**config.mk**
```make
export PLATFORM = sky130hd
export DESIGN_NAME = strap_i2c_target
export DESIGN_NICKNAME = d
export VERILOG_FILES = /design/src/rtl/strap_i2c_pkg.sv /design/src/rtl/strap_i2c_filter.sv /design/src/rtl/strap_i2c_ctrl.sv /design/src/rtl/strap_i2c_dp.sv /design/src/rtl/strap_i2c_target.sv
export SDC_FILE = /design/constraint.sdc
export NUM_CORES = 1
export LEC_CHECK = 0
export BUFFER_PORTS_ARGS = -buffer_cell sky130_fd_sc_hd__buf_2
export CAP_MARGIN = 10
export CORE_MARGIN = 2
export CORE_UTILIZATION = 48
export CTS_CLUSTER_DIAMETER = 150
export DETAILED_ROUTE_END_ITERATION = 8
export PLACE_DENSITY = 0.66
export SLEW_MARGIN = 5
export SYNTH_ARGS = -nofsm -noshare
export SYNTH_HDL_FRONTEND = slang
export SYNTH_SLANG_ARGS = --single-unit
```
**constraint.sdc**
```tcl
create_clock -name clk -period 5.2 [get_ports clk]
set_clock_uncertainty 0.05 [all_clocks]
set_input_delay 0.52 -clock clk [delete_from_list [all_inputs] [get_ports clk]]
set_output_delay 0.52 -clock clk [all_outputs]
set_load 0.1 [all_outputs]
```
**src/rtl/strap_i2c_pkg.sv**
```systemverilog
package strap_i2c_pkg;
  localparam int VAL_W  = 14;
  localparam int LO_W   = 6;
  localparam int HI_W   = VAL_W - LO_W;
  localparam int CFG_W  = 5;
  localparam int DIAG_W = 4;
  localparam int STRAP_W = 2;

  localparam logic [7:0] REG_CFG = 8'h15;
  localparam logic [7:0] REG_ZHI = 8'h16;
  localparam logic [7:0] REG_ZLO = 8'h17;
  localparam logic [7:0] REG_AGC = 8'hFA;
  localparam logic [7:0] REG_DIA = 8'hFB;
  localparam logic [7:0] REG_MHI = 8'hFC;
  localparam logic [7:0] REG_MLO = 8'hFD;
  localparam logic [7:0] REG_AHI = 8'hFE;
  localparam logic [7:0] REG_ALO = 8'hFF;

  typedef enum logic [2:0] {
    ST_IDLE, ST_ADDR, ST_ADDR_ACK, ST_RX, ST_RX_ACK, ST_TX, ST_TX_ACK
  } busState_t;

  typedef enum logic [1:0] { SNAP_NONE, SNAP_MAG, SNAP_ANG } snapKind_t;

  typedef struct packed {
    logic shiftRx;
    logic setPtr;
    logic writeReg;
    logic loadTx;
    logic shiftTx;
    logic clearSnap;
  } dpStrobe_t;
endpackage

```
**src/rtl/strap_i2c_filter.sv**
```systemverilog
module strap_i2c_filter #(
  parameter int FILT_LEN = 4
) (
  input  logic clk,
  input  logic rstN,
  input  logic rawIn,
  output logic syncOut,
  output logic cleanOut
);
  localparam int CW = $clog2(FILT_LEN + 1);

  logic [1:0]    syncQ;
  logic [CW-1:0] runCnt;

  always_ff @(posedge clk) begin
    if (!rstN) begin
      syncQ    <= 2'b11;
      cleanOut <= 1'b1;
      runCnt   <= '0;
    end else begin
      syncQ <= {syncQ[0], rawIn};
      if (syncQ[1] == cleanOut) begin
        runCnt <= '0;
      end else if (runCnt == CW'(FILT_LEN - 1)) begin
        cleanOut <= syncQ[1];
        runCnt   <= '0;
      end else begin
        runCnt <= runCnt + 1'b1;
      end
    end
  end

  assign syncOut = syncQ[1];
endmodule

```
**src/rtl/strap_i2c_ctrl.sv**
```systemverilog
module strap_i2c_ctrl
  import strap_i2c_pkg::*;
(
  input  logic      clk,
  input  logic      rstN,
  input  logic      sclF,
  input  logic      sdaF,
  input  logic [7:0] rxByte,
  input  logic      txBit,
  input  logic [6:0] devAddr,
  output dpStrobe_t stb,
  output busState_t state,
  output logic      startEv,
  output logic      stopEv,
  output logic      sdaDriveLow
);
  logic      sclPrev, sdaPrev, ackDrive, ptrDone;
  logic [3:0] bitCnt;
  busState_t nextState;
  logic      nextAck, nextPtrDone;
  logic [3:0] nextCnt;
  logic      sclRise, sclFall;

  assign sclRise = sclF & ~sclPrev;
  assign sclFall = ~sclF & sclPrev;
  assign startEv = sclF & sclPrev & sdaPrev & ~sdaF;
  assign stopEv  = sclF & sclPrev & ~sdaPrev & sdaF;

  always_comb begin
    stb         = '0;
    nextState   = state;
    nextCnt     = bitCnt;
    nextAck     = ackDrive;
    nextPtrDone = ptrDone;
    if (stopEv) begin
      nextState     = ST_IDLE;
      nextAck       = 1'b0;
      stb.clearSnap = 1'b1;
    end else if (startEv) begin
      nextState     = ST_ADDR;
      nextCnt       = '0;
      nextAck       = 1'b0;
      nextPtrDone   = 1'b0;
      stb.clearSnap = 1'b1;
    end else begin
      case (state)
        ST_ADDR, ST_RX: begin
          if (sclRise && bitCnt != 4'd8) begin
            stb.shiftRx = 1'b1;
            nextCnt     = bitCnt + 4'd1;
          end else if (sclFall && bitCnt == 4'd8) begin
            if (state == ST_ADDR) begin
              if (rxByte[7:1] == devAddr) begin
                nextState = ST_ADDR_ACK;
                nextAck   = 1'b1;
              end else begin
                nextState = ST_IDLE;
              end
            end else begin
              nextState = ST_RX_ACK;
              nextAck   = 1'b1;
              if (ptrDone) stb.writeReg = 1'b1;
              else begin
                stb.setPtr  = 1'b1;
                nextPtrDone = 1'b1;
              end
            end
          end
        end
        ST_ADDR_ACK: begin
          if (sclFall) begin
            nextAck = 1'b0;
            nextCnt = '0;
            if (rxByte[0]) begin
              nextState  = ST_TX;
              stb.loadTx = 1'b1;
            end else begin
              nextState = ST_RX;
            end
          end
        end
        ST_RX_ACK: begin
          if (sclFall) begin
            nextState = ST_RX;
            nextAck   = 1'b0;
            nextCnt   = '0;
          end
        end
        ST_TX: begin
          if (sclFall) begin
            if (bitCnt == 4'd7) nextState = ST_TX_ACK;
            else begin
              stb.shiftTx = 1'b1;
              nextCnt     = bitCnt + 4'd1;
            end
          end
        end
        ST_TX_ACK: begin
          if (sclRise && sdaF) begin
            nextState = ST_IDLE;
          end else if (sclFall) begin
            nextState  = ST_TX;
            stb.loadTx = 1'b1;
            nextCnt    = '0;
          end
        end
        default: ;
      endcase
    end
  end

  always_ff @(posedge clk) begin
    if (!rstN) begin
      state    <= ST_IDLE;
      bitCnt   <= '0;
      ackDrive <= 1'b0;
      ptrDone  <= 1'b0;
      sclPrev  <= 1'b1;
      sdaPrev  <= 1'b1;
    end else begin
      state    <= nextState;
      bitCnt   <= nextCnt;
      ackDrive <= nextAck;
      ptrDone  <= nextPtrDone;
      sclPrev  <= sclF;
      sdaPrev  <= sdaF;
    end
  end

  assign sdaDriveLow = ackDrive | ((state == ST_TX) & ~txBit);
endmodule

```
**src/rtl/strap_i2c_dp.sv**
```systemverilog
module strap_i2c_dp
  import strap_i2c_pkg::*;
(
  input  logic               clk,
  input  logic               rstN,
  input  dpStrobe_t          stb,
  input  logic               sdaF,
  input  logic [STRAP_W-1:0] strapPins,
  input  logic [7:0]         agcIn,
  input  logic [DIAG_W-1:0]  diagIn,
  input  logic [VAL_W-1:0]   magIn,
  input  logic [VAL_W-1:0]   angleIn,
  output logic [7:0]         rxByte,
  output logic               txBit,
  output logic [6:0]         devAddr,
  output logic [VAL_W-1:0]   zeroPosOut
);
  logic [7:0]       txShift, regPtr, rdData;
  logic [CFG_W-1:0] cfgReg;
  logic [HI_W-1:0]  zeroHi;
  logic [LO_W-1:0]  zeroLo, snapLow;
  snapKind_t        snapKind;

  function automatic logic [7:0] loByte(input logic [LO_W-1:0] v);
    return {{(8 - LO_W){1'b0}}, v};
  endfunction

  always_comb begin
    case (regPtr)
      REG_CFG: rdData = {{(8 - CFG_W){1'b0}}, cfgReg};
      REG_ZHI: rdData = zeroHi;
      REG_ZLO: rdData = loByte(zeroLo);
      REG_AGC: rdData = agcIn;
      REG_DIA: rdData = {{(8 - DIAG_W){1'b0}}, diagIn};
      REG_MHI: rdData = magIn[VAL_W-1:LO_W];
      REG_MLO: rdData = loByte((snapKind == SNAP_MAG) ? snapLow : magIn[LO_W-1:0]);
      REG_AHI: rdData = angleIn[VAL_W-1:LO_W];
      REG_ALO: rdData = loByte((snapKind == SNAP_ANG) ? snapLow : angleIn[LO_W-1:0]);
      default: rdData = 8'h00;
    endcase
  end

  always_ff @(posedge clk) begin
    if (!rstN) begin
      rxByte   <= '0;
      txShift  <= 8'hFF;
      regPtr   <= '0;
      cfgReg   <= '0;
      zeroHi   <= '0;
      zeroLo   <= '0;
      snapLow  <= '0;
      snapKind <= SNAP_NONE;
    end else begin
      if (stb.shiftRx) rxByte <= {rxByte[6:0], sdaF};
      if (stb.shiftTx) txShift <= {txShift[6:0], 1'b1};
      if (stb.setPtr) regPtr <= rxByte;
      if (stb.clearSnap) snapKind <= SNAP_NONE;
      if (stb.writeReg) begin
        case (regPtr)
          REG_CFG: cfgReg <= rxByte[CFG_W-1:0];
          REG_ZHI: zeroHi <= rxByte;
          REG_ZLO: zeroLo <= rxByte[LO_W-1:0];
          default: ;
        endcase
        regPtr <= regPtr + 8'd1;
      end
      if (stb.loadTx) begin
        txShift <= rdData;
        regPtr  <= regPtr + 8'd1;
        case (regPtr)
          REG_MHI: begin snapKind <= SNAP_MAG; snapLow <= magIn[LO_W-1:0]; end
          REG_AHI: begin snapKind <= SNAP_ANG; snapLow <= angleIn[LO_W-1:0]; end
          default: snapKind <= SNAP_NONE;
        endcase
      end
    end
  end

  assign txBit      = txShift[7];
  assign devAddr    = {~cfgReg[CFG_W-1], cfgReg[CFG_W-2:0], strapPins};
  assign zeroPosOut = {zeroHi, zeroLo};
endmodule

```
**src/rtl/strap_i2c_target.sv**
```systemverilog
module strap_i2c_target
  import strap_i2c_pkg::*;
#(
  parameter int FILT_LEN = 4
) (
  input  logic               clk,
  input  logic               rstN,
  input  logic               sclIn,
  input  logic               sdaIn,
  output logic               sdaDriveLow,
  input  logic [STRAP_W-1:0] strapPins,
  input  logic [7:0]         agcIn,
  input  logic [DIAG_W-1:0]  diagIn,
  input  logic [VAL_W-1:0]   magIn,
  input  logic [VAL_W-1:0]   angleIn,
  output logic [VAL_W-1:0]   zeroPosOut
);
  logic [1:0] rawLines, syncLines, cleanLines;
  logic       sclClean, sdaClean, sclSync;
  dpStrobe_t  stb;
  busState_t  state;
  logic       startEv, stopEv, txBit;
  logic [7:0] rxByte;
  logic [6:0] devAddr;

  assign rawLines = {sdaIn, sclIn};

  for (genvar li = 0; li < 2; li++) begin : g_line
    strap_i2c_filter #(.FILT_LEN(FILT_LEN)) u_filt (
      .clk(clk), .rstN(rstN), .rawIn(rawLines[li]),
      .syncOut(syncLines[li]), .cleanOut(cleanLines[li])
    );
  end

  assign sclClean = cleanLines[0];
  assign sdaClean = cleanLines[1];
  assign sclSync  = syncLines[0];

  strap_i2c_ctrl u_ctrl (
    .clk(clk), .rstN(rstN), .sclF(sclClean), .sdaF(sdaClean),
    .rxByte(rxByte), .txBit(txBit), .devAddr(devAddr),
    .stb(stb), .state(state), .startEv(startEv), .stopEv(stopEv),
    .sdaDriveLow(sdaDriveLow)
  );

  strap_i2c_dp u_dp (
    .clk(clk), .rstN(rstN), .stb(stb), .sdaF(sdaClean),
    .strapPins(strapPins), .agcIn(agcIn), .diagIn(diagIn),
    .magIn(magIn), .angleIn(angleIn), .rxByte(rxByte), .txBit(txBit),
    .devAddr(devAddr), .zeroPosOut(zeroPosOut)
  );
endmodule

```
==> metrics.txt <==
hold-fix buffers at CTS 0; gr usage total 0.227; syn_nets 543; DR vias 3756; Final Hold Vio Count 0; slowest stage cell, crit path nand4b_1; Syn Inst Count 487; RSZ-0062 raised after global routing false; Final HPWL DP 7650 um; synthesized area 4210 um2; WL final 10500 um; clk_lat worst skew 0.34 ns; Worst-Margin Slew 0.795 ns; post-DR wirelength/cell 16.7 um; Clock transition at path regs 0.08 ns; CP Capture Type flop; fmax 397 MHz; DIE WIDTH 97.6 um; initial antenna violation count 0; mean number of vias per cell 5.93; Worst Path Buf+Inv 1; number of flops mapped to enable cells by yosys 0; Worst EP required 5.39 ns; global-route wire length before repair 17800 um; Starting Density 0.490; Seq/Total Area, Yosys 0.352; P per Cell Area 262 nW/um2; largest net degree at the start of global routing 30; Die Ht 97.6 um; Non-Filler Instances 633; buffers added on ports 60; most frequent cells in the layout dfxtp_1 (74), nor2_1 (60), buf_2 (60), mux2i_1 (56), nand2_1 (27); Worst Hold Slack 0.306 ns; Clk pwr share 0.487; number of setup buffers added after CTS 0; worst vdd ir 148 uV; CTS resizes 0; fin worst setup slack 2.68 ns; CP top delay family simple AND/OR/NAND/NOR gates; largest cells by area after synthesis dfxtp_1 (35%), mux2i_1 (13%), nor2_1 (5.4%); crit share post-route 0.484; count of cell types in the netlist 63; startpoint types flop; Sw Pwr 260 uW; CTS tree yes; YS warnings 0; CP peak stage delay 0.61 ns; post-route ant nets 0; total power 1.24 mW; final core occ 0.551; count of final setup violators 0; Min-Delay Path Class input port to flop; ys flop type dfxtp_1; number of max-cap violations 0; Pleak 1.91 nW; Fill cells 788; Clock Tree Buf Depth 2; Comb power frac 0.049; Final TNS setup 0 ns; Max Slew Vio Count 0; Yosys reg bits 74; antenna cells 0; clock root cell clkbuf_8; min Tclk post-route 2.52 ns; Async S/R FF share, synth 0; Reg2Reg Setup Slack 2.68 ns; CP cell instances inv_1 > ha_1 > nand3b_1 > nand4b_1 > o311ai_2 > o21ai_0 > a32o_1; top cell type by total area after synthesis dfxtp_1; die area 9530 um2; Num CTS Buffers 9; Layout area overhead 12.5%; vias in the first global route 3604; core footprint 8590 um2; Setup CP Type flop to flop; Row Count 34; share of post-route cells with drive strength above 1 0.175; Net Sw Frac 0.210; total gr overflow 0; DR DRC count 0; Placed Area 4460 um2; CP Max Fanout 9; commonest non-fill, non-tap cell in the layout dfxtp_1; status finished clean; H-tree levels 3; Inst Count DP 617; Nets 576; sequential share of power 0.464; Final GP Congestion 0.861; max_slew headroom 0.470; I/O pin count 61; pre-CTS setup slack 2.59 ns; Synth top area share 0.352; Internal 979 uW; Num Clock Sinks 74; WP data arrival 2.71 ns; fin area 4730 um2; Synth Area per Inst 8.64 um2; first-pass detailed-route iteration total 5; First DRT Iteration DRCs 270
==> power by group through the flow <==
| stage | registers [mW] | clock network, mW | logic, mW |
|---|---|---|---|
| global route | 0.575 | 0.642 | 0.0687 |
| global placement | 0.588 | 0 | 0.0590 |
| detailed placement | 0.588 | 0 | 0.0597 |
| floorplan | 0.584 | 0 | 0.0373 |
| CTS | 0.574 | 0.614 | 0.0602 |
| finish | 0.574 | 0.604 | 0.0608 |
==> synthesized netlist by cell type (4+ instances only) <==
library cell	number
nand3_1	11
nor4_1	5
buf_2	10
dfxtp_1	74
nor2b_1	4
xnor2_1	9
or2_2	4
a211oi_2	4
inv_1	15
buf_6	4
mux2i_1	56
nor2_1	60
and3_1	8
ha_1	10
a22oi_1	6
a31oi_1	6
nor3_1	9
nand2b_1	9
or3_1	9
a222oi_1	5
nand2_1	27
clkbuf_1	22
a21oi_1	18
o221ai_1	10
o21ai_0	19
o22ai_1	12
a211oi_1	5
==> kinds of logic after synthesis <==
group / after synthesis / synth area share
fa+ha+maj: 10 / 0.0297
buf+inv: 56 / 0.0618
xor+xnor: 11 / 0.0229
compound gates: 110 / 0.187
flops: 74 / 0.352
mux: 57 / 0.136
simple gates: 169 / 0.211
==> state kept, by name (all words and copies together) (netlist names), 5 cells and up <==
register	count
u_dp.rxByte	8
u_dp.cfgReg	5
u_dp.snapLow	6
g_line.u_filt.runCnt	6
u_dp.zeroHi	8
u_dp.txShift	8
u_dp.zeroLo	6
u_dp.regPtr	8
==> layout make-up <==
class                           instances  area, um2  share of cell area
Timing Repair Buffer                   62        315              0.0666
Clock inverter                          6        138              0.0291
Multi-Input combinational cell        357       2470               0.521
Clock buffer                           10        138              0.0291
Sequential cell                        74       1480               0.313
Tap cell                              108        135              0.0285
Inverter                               16       60.1              0.0127
==> worst paths after layout <==
check	start	to	cells past startpoint
setup / recovery	u_ctrl.bitCnt[0]$_SDFFE_PN0P_	u_ctrl.bitCnt[3]$_SDFFE_PN0P_	7
hold / removal	sclIn	g_line[0].u_filt.syncQ[0]$_SDFF_PN1_	2
setup reg to reg	u_ctrl.bitCnt[0]$_SDFFE_PN0P_	u_ctrl.bitCnt[3]$_SDFFE_PN0P_	7
hold reg to reg	g_line[0].u_filt.syncQ[0]$_SDFF_PN1_	g_line[0].u_filt.syncQ[1]$_SDFF_PN1_	1
==> routing by layer <==
metal / share of wire / up-vias / routed length, um / global-route usage
li1: - / 1844 / - / -
met1: 0.46 / 1792 / 4880 / 0.309
met2: 0.46 / 109 / 4900 / 0.355
met3: 0.055 / 11 / 580 / 0.0540
met4: 0.017 / 0 / 184 / 0.0726
met5: 0 / - / 0 / 0
(Power assumes the default switching activity.)
